File: src/rtl/dmapk_pkg.sv
package dmapk_pkg;

    localparam int LANE_W   = 8;
    localparam int LANES    = 4;
    localparam int WORD_W   = LANE_W * LANES;
    localparam int SLOT_W   = $clog2(LANES);

    typedef logic [LANE_W-1:0] byte_t;
    typedef logic [WORD_W-1:0] word_t;
    typedef logic [SLOT_W-1:0] slot_t;

    typedef enum logic [1:0] {
        MP_IDLE   = 2'd0,
        MP_WR     = 2'd1,
        MP_RDREQ  = 2'd2,
        MP_RDWAIT = 2'd3
    } mp_state_e;

    typedef struct packed {
        logic  we;
        word_t data;
    } mem_cmd_t;

    // Lane k of the word counted from the most significant end
    function automatic word_t lane_insert(word_t w, byte_t b, slot_t slot);
        slot_t rev;
        rev = slot_t'(LANES - 1) - slot;
        return w | (word_t'(b) << (int'(rev) * LANE_W));
    endfunction

    function automatic byte_t lane_pick(word_t w, slot_t slot);
        slot_t rev;
        rev = slot_t'(LANES - 1) - slot;
        return byte_t'(w >> (int'(rev) * LANE_W));
    endfunction

endpackage

File: src/rtl/dmapk_pack.sv
module dmapk_pack import dmapk_pkg::*; (
    input  logic  clk,
    input  logic  rst,
    input  logic  flush,
    input  logic  take,
    input  byte_t byte_in,
    output slot_t pack_cnt,
    output logic  word_full,
    output word_t full_word
);
    word_t acc_q;
    slot_t cnt_q;
    word_t acc_next;

    always_comb begin
        acc_next  = lane_insert(acc_q, byte_in, cnt_q);
        word_full = take && (cnt_q == slot_t'(LANES - 1));
        full_word = acc_next;
    end

    always_ff @(posedge clk) begin
        if (rst || flush) begin
            acc_q <= '0;
            cnt_q <= '0;
        end else if (take) begin
            if (word_full) begin
                acc_q <= '0;
                cnt_q <= '0;
            end else begin
                acc_q <= acc_next;
                cnt_q <= cnt_q + slot_t'(1);
            end
        end
    end

    assign pack_cnt = cnt_q;

    AST_PACK_HOLD: assert property (@(posedge clk) disable iff (rst)
        (!take && !flush) |=> $stable(cnt_q));
endmodule

File: src/rtl/dmapk_unpack.sv
module dmapk_unpack import dmapk_pkg::*; (
    input  logic  clk,
    input  logic  rst,
    input  logic  flush,
    input  logic  fill,
    input  word_t fill_word,
    input  logic  give,
    input  slot_t addr_lo,
    output logic  cached,
    output byte_t byte_out
);
    word_t line_q;
    logic  valid_q;

    always_ff @(posedge clk) begin
        if (rst || flush) begin
            valid_q <= 1'b0;
            line_q  <= '0;
        end else if (fill) begin
            valid_q <= 1'b1;
            line_q  <= fill_word;
        end else if (give && addr_lo == slot_t'(LANES - 1)) begin
            valid_q <= 1'b0;
        end
    end

    assign cached   = valid_q;
    assign byte_out = lane_pick(line_q, addr_lo);

    AST_NO_FILL_WHEN_CACHED: assert property (@(posedge clk) disable iff (rst)
        valid_q |-> !fill);
endmodule

File: src/rtl/dmapk_memport.sv
module dmapk_memport import dmapk_pkg::*; #(
    parameter int WAW = 14
) (
    input  logic           clk,
    input  logic           rst,
    input  logic           wr_start,
    input  logic           rd_start,
    input  logic [WAW-1:0] start_waddr,
    input  word_t          wr_word,
    output logic           mem_req_valid,
    input  logic           mem_req_ready,
    output logic           mem_req_we,
    output logic [WAW-1:0] mem_req_addr,
    output word_t          mem_req_wdata,
    output logic [LANES-1:0] mem_req_be,
    input  logic           mem_rsp_valid,
    input  word_t          mem_rsp_rdata,
    output logic           busy,
    output logic           fill,
    output word_t          fill_word
);
    mp_state_e      st_q;
    mem_cmd_t       cmd_q;
    logic [WAW-1:0] addr_q;

    always_ff @(posedge clk) begin
        if (rst) begin
            st_q   <= MP_IDLE;
            cmd_q  <= '0;
            addr_q <= '0;
        end else begin
            case (st_q)
                MP_IDLE: begin
                    if (wr_start) begin
                        st_q   <= MP_WR;
                        cmd_q  <= '{we: 1'b1, data: wr_word};
                        addr_q <= start_waddr;
                    end else if (rd_start) begin
                        st_q   <= MP_RDREQ;
                        cmd_q  <= '{we: 1'b0, data: '0};
                        addr_q <= start_waddr;
                    end
                end
                MP_WR:     if (mem_req_ready) st_q <= MP_IDLE;
                MP_RDREQ:  if (mem_req_ready) st_q <= MP_RDWAIT;
                MP_RDWAIT: if (mem_rsp_valid) st_q <= MP_IDLE;
                default:   st_q <= MP_IDLE;
            endcase
        end
    end

    always_comb begin
        mem_req_valid = (st_q == MP_WR) || (st_q == MP_RDREQ);
        mem_req_we    = cmd_q.we;
        mem_req_addr  = addr_q;
        mem_req_wdata = cmd_q.data;
        mem_req_be    = mem_req_valid ? {LANES{1'b1}} : '0;
        busy          = (st_q != MP_IDLE);
        fill          = (st_q == MP_RDWAIT) && mem_rsp_valid;
        fill_word     = mem_rsp_rdata;
    end

    AST_REQ_HOLD: assert property (@(posedge clk) disable iff (rst)
        (mem_req_valid && !mem_req_ready) |=>
            (mem_req_valid && $stable(mem_req_addr) && $stable(mem_req_we) && $stable(mem_req_wdata)));
    AST_ONE_OUTSTANDING: assert property (@(posedge clk) disable iff (rst)
        (st_q == MP_RDWAIT) |-> !mem_req_valid);
endmodule

File: src/rtl/dmapk_channel.sv
module dmapk_channel import dmapk_pkg::*; #(
    parameter int AW = 16,
    parameter int CW = 16
) (
    input  logic          clk,
    input  logic          rst,
    input  logic          dma_en,
    input  logic          dir_to_mem,
    input  logic          cnt_en,
    input  logic          flush,
    input  logic          ld_addr,
    input  logic [AW-1:0] addr_in,
    input  logic          ld_cnt,
    input  logic [CW-1:0] cnt_in,
    input  logic          per_req,
    input  logic [7:0]    per_rd_data,
    output logic          per_ack,
    output logic [7:0]    per_wr_data,
    output logic          per_wr_stb,
    output logic          mem_req_valid,
    input  logic          mem_req_ready,
    output logic          mem_req_we,
    output logic [AW-3:0] mem_req_addr,
    output logic [31:0]   mem_req_wdata,
    output logic [3:0]    mem_req_be,
    input  logic          mem_rsp_valid,
    input  logic [31:0]   mem_rsp_rdata,
    output logic [AW-1:0] cur_addr,
    output logic [CW-1:0] cur_count,
    output logic [1:0]    pack_cnt,
    output logic          xfer_done
);
    localparam int WAW = AW - SLOT_W;

    logic [AW-1:0] addr_q;
    logic [CW-1:0] cnt_q;
    logic          done_q;

    logic  run;
    logic  take_w, give_r, fetch;
    logic  moved;
    logic  busy, fill, cached, word_full;
    word_t fill_word, full_word;
    slot_t pcnt;
    byte_t out_byte;

    always_comb begin
        run    = dma_en && per_req && !flush;
        take_w = run && dir_to_mem && !busy;
        give_r = run && !dir_to_mem && cached;
        fetch  = run && !dir_to_mem && !cached && !busy;
        moved  = take_w || give_r;
    end

    dmapk_pack u_pack (
        .clk       (clk),
        .rst       (rst),
        .flush     (flush),
        .take      (take_w),
        .byte_in   (per_rd_data),
        .pack_cnt  (pcnt),
        .word_full (word_full),
        .full_word (full_word)
    );

    dmapk_unpack u_unpack (
        .clk       (clk),
        .rst       (rst),
        .flush     (flush),
        .fill      (fill),
        .fill_word (fill_word),
        .give      (give_r),
        .addr_lo   (addr_q[SLOT_W-1:0]),
        .cached    (cached),
        .byte_out  (out_byte)
    );

    dmapk_memport #(.WAW(WAW)) u_mem (
        .clk           (clk),
        .rst           (rst),
        .wr_start      (word_full),
        .rd_start      (fetch),
        .start_waddr   (addr_q[AW-1:SLOT_W]),
        .wr_word       (full_word),
        .mem_req_valid (mem_req_valid),
        .mem_req_ready (mem_req_ready),
        .mem_req_we    (mem_req_we),
        .mem_req_addr  (mem_req_addr),
        .mem_req_wdata (mem_req_wdata),
        .mem_req_be    (mem_req_be),
        .mem_rsp_valid (mem_rsp_valid),
        .mem_rsp_rdata (mem_rsp_rdata),
        .busy          (busy),
        .fill          (fill),
        .fill_word     (fill_word)
    );

    always_ff @(posedge clk) begin
        if (rst) begin
            addr_q <= '0;
            cnt_q  <= '0;
            done_q <= 1'b0;
        end else begin
            if (ld_addr)     addr_q <= addr_in;
            else if (give_r) addr_q <= addr_q + AW'(1);

            if (ld_cnt)               cnt_q <= cnt_in;
            else if (moved && cnt_en) cnt_q <= cnt_q - CW'(1);

            done_q <= !ld_cnt && moved && cnt_en && (cnt_q == CW'(1));
        end
    end

    assign per_ack     = take_w;
    assign per_wr_stb  = give_r;
    assign per_wr_data = out_byte;
    assign cur_addr    = addr_q;
    assign cur_count   = cnt_q;
    assign pack_cnt    = pcnt;
    assign xfer_done   = done_q;

    AST_NO_MOVE_IDLE: assert property (@(posedge clk) disable iff (rst)
        !(dma_en && per_req) |-> (!per_ack && !per_wr_stb));
    AST_FLUSH_CLEARS: assert property (@(posedge clk) disable iff (rst)
        flush |=> (pack_cnt == 2'd0));
    AST_DONE_PULSE: assert property (@(posedge clk) disable iff (rst)
        xfer_done |=> !xfer_done);
    AST_WADDR_FIXED: assert property (@(posedge clk) disable iff (rst)
        (dir_to_mem && !ld_addr) |=> $stable(cur_addr));
    AST_STALL_BUSY: assert property (@(posedge clk) disable iff (rst)
        mem_req_valid |-> !per_ack);
endmodule

File: config.mk
export PLATFORM = sky130hd
export DESIGN_NAME = dmapk_channel
export DESIGN_NICKNAME = d
export VERILOG_FILES = /design/src/rtl/dmapk_pkg.sv /design/src/rtl/dmapk_pack.sv /design/src/rtl/dmapk_unpack.sv /design/src/rtl/dmapk_memport.sv /design/src/rtl/dmapk_channel.sv
export SDC_FILE = /design/constraint.sdc
export NUM_CORES = 1
export LEC_CHECK = 0
export BUFFER_PORTS_ARGS = -buffer_cell sky130_fd_sc_hd__clkbuf_2
export CORE_AREA = 2 2 114 116
export DETAILED_ROUTE_END_ITERATION = 10
export DIE_AREA = 0 0 116 118
export GPL_ROUTABILITY_DRIVEN = 1
export GPL_TIMING_DRIVEN = 0
export PLACE_DENSITY = 0.83
export SETUP_SLACK_MARGIN = 0.05
export SYNTH_ARGS = -nofsm -noshare
export SYNTH_HDL_FRONTEND = slang
export SYNTH_SLANG_ARGS = --single-unit
File: constraint.sdc
create_clock -name clk -period 2.6 [get_ports clk]
set_input_delay 0.39 -clock clk [delete_from_list [all_inputs] [get_ports clk]]
set_output_delay 0.39 -clock clk [all_outputs]
set_load 0.05 [all_outputs]
==> impl_metrics.tcl <==
set metrics [dict create \
    route.final.wire_length_um 17900 \
    worstPathRequired_ps 2210 \
    crit_path_start_kind "register" \
    grt_pass1_wl_um 28300 \
    crit_path_max_incr_delay_ps 350 \
    worstHoldStart "mem_rsp_rdata[1]" \
    core_area_um2 12400 \
    grt_remaining_overflow 0 \
    cts_inserted_buffers 17 \
    avgViaCountPerCell 5.55 \
    antenna-diode-count 0 \
    proportion_of_power_drawn_by_combinational_gates_pct 14.5 \
    p_sw_share_pct 27.6 \
    crit-reg2reg-capture "u_pack.acc_q[10]$_SDFFE_PP0P_" \
    power_report.internal_total_mw 4.15 \
    ioPinCount 180 \
    tritoncts "yes" \
    cts.sink_count 149 \
    netlist.top_cell.by_area "dfxtp_1" \
    worstSkewPairLatency_ps 420 \
    min_period_ps 2470 \
    timing.hold.worst_path_depth 3 \
    grt_setup_unrepaired "no" \
    netlist_instances 743 \
    ys_ff_latch 149 \
    number_of_distinct_library_cells_after_synthesis 50 \
    place.gp.congestion 0.873 \
    design.die.area_um2 13700 \
    synthArstFlopShare_pct 0 \
    simple_gate_share_of_the_synthesized_area_pct 19.5 \
    yosysSeqAreaShare_pct 46.9 \
    fillCellCount 1086 \
    hold_path_end "u_unpack.line_q[1]$_SDFFE_PP0P_" \
    synth_top_family_by_area "compound AO/OA/AOI/OAI gates" \
    synth.top_cell.area_share_pct 46.9 \
    critical_path_arrival_ps 2080 \
    synth_area_in_compound_gates_pct 21.4 \
    min_period_over_period_pct 95.1 \
    drive_gt1_share_pct 25.4 \
    hold_path_class "input pin to register" \
    detail-route-antenna-nets 0 \
    pwr_per_cell_area_nw_per_um2 709 \
    instance_count_on_the_critical_path 6 \
    cts_max_path_buffers 2 \
    drc 0 \
    finish.utilization_pct 65.2 \
    final.setup_skew_ps 9.20 \
    worst-slew-pin-transition_ps 751 \
    cp-end-kind "primary output" \
    max_freq_mhz 405 \
    drt_pass1_iterations 5 \
    cts.htree.levels 4 \
    fin_nets 1030 \
    layout.cells.non_filler 1124 \
    seqCellArea_um2 2980 \
    worstPathMaxFanout 10 \
    crit_family "buffers and inverters" \
    chipWidth_um 116 \
    wire_per_inst_um 15.9 \
    global_route.usage.total_pct 25.9 \
    max-slew-margin-rel_pct 49.5 \
    regToRegSetupSlack_ps 260 \
    postCtsHoldBufs 0 \
    synth_area_leaders "dfxtp_1 (47%), nor2_1 (6.0%), a21oi_1 (5.7%), nand2_1 (5.7%), a21o_1 (4.0%)" \
    yosys_warnings 0 \
    maximum_number_of_pins_on_one_net_before_global_route_repair 17 \
    p_switching_mw 1.58 \
    total_power_mw 5.74 \
    max_cap_viol_count 0 \
    critical_path.startpoint "u_mem.st_q[0]$_SDFFE_PP0P_" \
    port_buffers 178 \
    hold_violations 0 \
    run_status "complete, no violations" \
    yosys.area_share.adder_pct 1.57 \
    r2r_cells 8 \
    core_rows 41 \
    antenna_found_initial 0 \
    areaGrowthSynthToFinish_pct 27.3 \
    placedCellCount 1093 \
    synth_xor_area_share_pct 1.79 \
    critical_path.n_buffers_inverters 3 \
    path_cells "inv_1, ha_2, and4b_2, and2_1, clkbuf_2, buf_4" \
    criticalPathCategory "register to primary output" \
    multi_input_comb_area_um2 3030 \
    netlist_area_um2 6360 \
    via_count_of_the_routed_design 6233 \
    dr.first_iter.drc_count 354 \
    chip_height_um 118 \
    synth_enable_flop_cells 0 \
    floorplan.initialDensity_pct 51.2 \
    seq_power_share_pct 41.7 \
    rr_startpoint "u_mem.st_q[0]$_SDFFE_PP0P_" \
    crit_slowest_cell "dfxtp_1" \
    clk_pin_slew_worst_paths_ps 60 \
    cts.root.buffer_cell "clkbuf_16" \
    synthesis.area_per_instance_um2 8.55 \
    finalSetupViolations 0 \
    max-vdd-ir-drop_uv 517 \
    hpwlAfterDp_um 12800 \
    synth.area.mux_share_pct 3.33 \
    synth_nets 834 \
    postSynth.topFlopCell "dfxtp_1" \
    power.leakage_nw 3.42 \
    slew_viols_final 0 \
    clockPowerShare_pct 43.9 \
    first_global_vias 5913 \
]
[Yosys cell counts, types with 2 or more instances]
cell	number
a22oi_1	32
nand4_1	5
mux2i_1	2
nand2b_1	3
inv_1	21
nand3_1	8
nor2b_1	3
xor2_1	3
nor2_1	102
mux4_2	8
buf_1	4
o21ai_0	23
and4b_1	2
nand4b_1	2
nor4_1	3
clkbuf_1	44
a21o_1	34
a21oi_1	72
buf_4	4
dfxtp_1	149
xnor2_1	10
or3_1	7
and2_1	4
and3_1	4
a311oi_1	15
or2_2	4
o31ai_1	10
o31a_1	5
and4_1	4
ha_1	8
or4_1	11
buf_2	2
buf_6	2
nand2_1	96
a31oi_1	3
a211oi_1	12
nand3b_1	3
nor3_1	7
[worst max path at each step]
stage and end:
6_report per_ack, 5_1_grt per_ack, 2_1_floorplan cur_addr[11]$_SDFFE_PP0P_, 3_5_place_dp u_pack.acc_q[10]$_SDFFE_PP0P_, 4_1_cts per_ack, 3_3_place_gp u_pack.acc_q[24]$_SDFFE_PP0P_
[per-layer routing]
metal,global-route usage [%],vias up,share of wire (%)
met2,42.8,245,48
met5,0,-,0
met4,11.8,0,3.0
li1,-,3015,-
met3,6.39,40,6.8
met1,31.6,2933,42
[power groups by stage]
| stage | clock network (mW) | registers [mW] | logic [mW] |
|---|---|---|---|
| 2_1_floorplan | 0 | 2.56 | 0.458 |
| 3_5_place_dp | 0 | 2.44 | 0.819 |
| 6_report | 2.52 | 2.39 | 0.831 |
| 4_1_cts | 2.54 | 2.39 | 0.825 |
| 3_3_place_gp | 0 | 2.44 | 0.809 |
| 5_1_grt | 2.64 | 2.39 | 0.882 |
[layout by cell type (no fill, tap or decap), types with 4 or more instances in the layout]
cell type   Yosys  final
a311oi_1       15     15
nand2_1        96     96
inv_1          21     21
or3_1           7      7
clkbuf_16       0     17
a21o_1         34     34
o31a_1          5      5
ha_1            8      7
buf_1           4      4
or4_1          11     11
and4_1          4      4
o31ai_1        10     10
xnor2_1        10     10
clkbuf_1       44     39
o21ai_0        23     23
and3_1          4      4
nor3_1          7      7
mux4_2          8      8
clkinvlp_4      0      6
dfxtp_1       149    149
nor2_1        102    102
and2_1          4      4
a22oi_1        32     32
clkbuf_2        1    182
nand4_1         5      5
buf_4           4      6
a211oi_1       12     12
a21oi_1        72     72
or2_2           4      4
nand3_1         8      8
[worst register-to-register path, cell delays in order (launching register included)]
cell      delay (ps)
dfxtp_1          350
inv_1            100
ha_2             240
and4b_2          340
and3_1           370
or2_2            170
clkbuf_1         270
clkbuf_2         300
nor2_1            80
[cell families after synthesis]
logic type	count (synthesis)
multiplexers	11
AND/OR/NAND/NOR	272
AO/OA/AOI/OAI	210
flip-flops	149
adder cells (fa/ha/maj)	8
XOR/XNOR	13
buffers and inverters	80
[through the flow]
stage	TNS, ps	instance area (um^2)	hold WS, ps	setup WS, ps
4_1_cts	0	8080	172	58.2
2_1_floorplan	0	6360	433	226
5_1_grt	0	8090	188	60.1
3_3_place_gp	-3320	7460	441	-121
6_report	0	8090	185	129
3_5_place_dp	-4730	7460	446	-177
[repair_timing]
action,in CTS,in global routing
resized for setup,7,2
setup buffers,0,1
pin swaps,0,1
setup endpoints to repair,32,32
[area by class of cell]
class | instances | area share [%]
Buffer | 57 | 3.31
Clock buffer | 20 | 5.64
Clock inverter | 12 | 1.90
Inverter | 21 | 0.974
Multi-Input combinational cell | 514 | 37.5
Sequential cell | 149 | 36.9
Tap cell | 172 | 2.66
Timing Repair Buffer | 179 | 11.1
[registers in the layout, indices dropped and copies added (netlist names)]
| name | cells |
|---|---|
| u_unpack.cached | 1 |
| u_unpack.line_q | 32 |
| u_mem.mem_req_wdata | 32 |
| xfer_done | 1 |
| u_mem.mem_req_addr | 14 |
| u_pack.pack_cnt | 2 |
| cur_count | 16 |
| u_mem.st_q | 2 |
| u_pack.acc_q | 32 |
| u_mem.mem_req_we | 1 |
| cur_addr | 16 |
No activity file was read; power rests on OpenSTA's default activity.
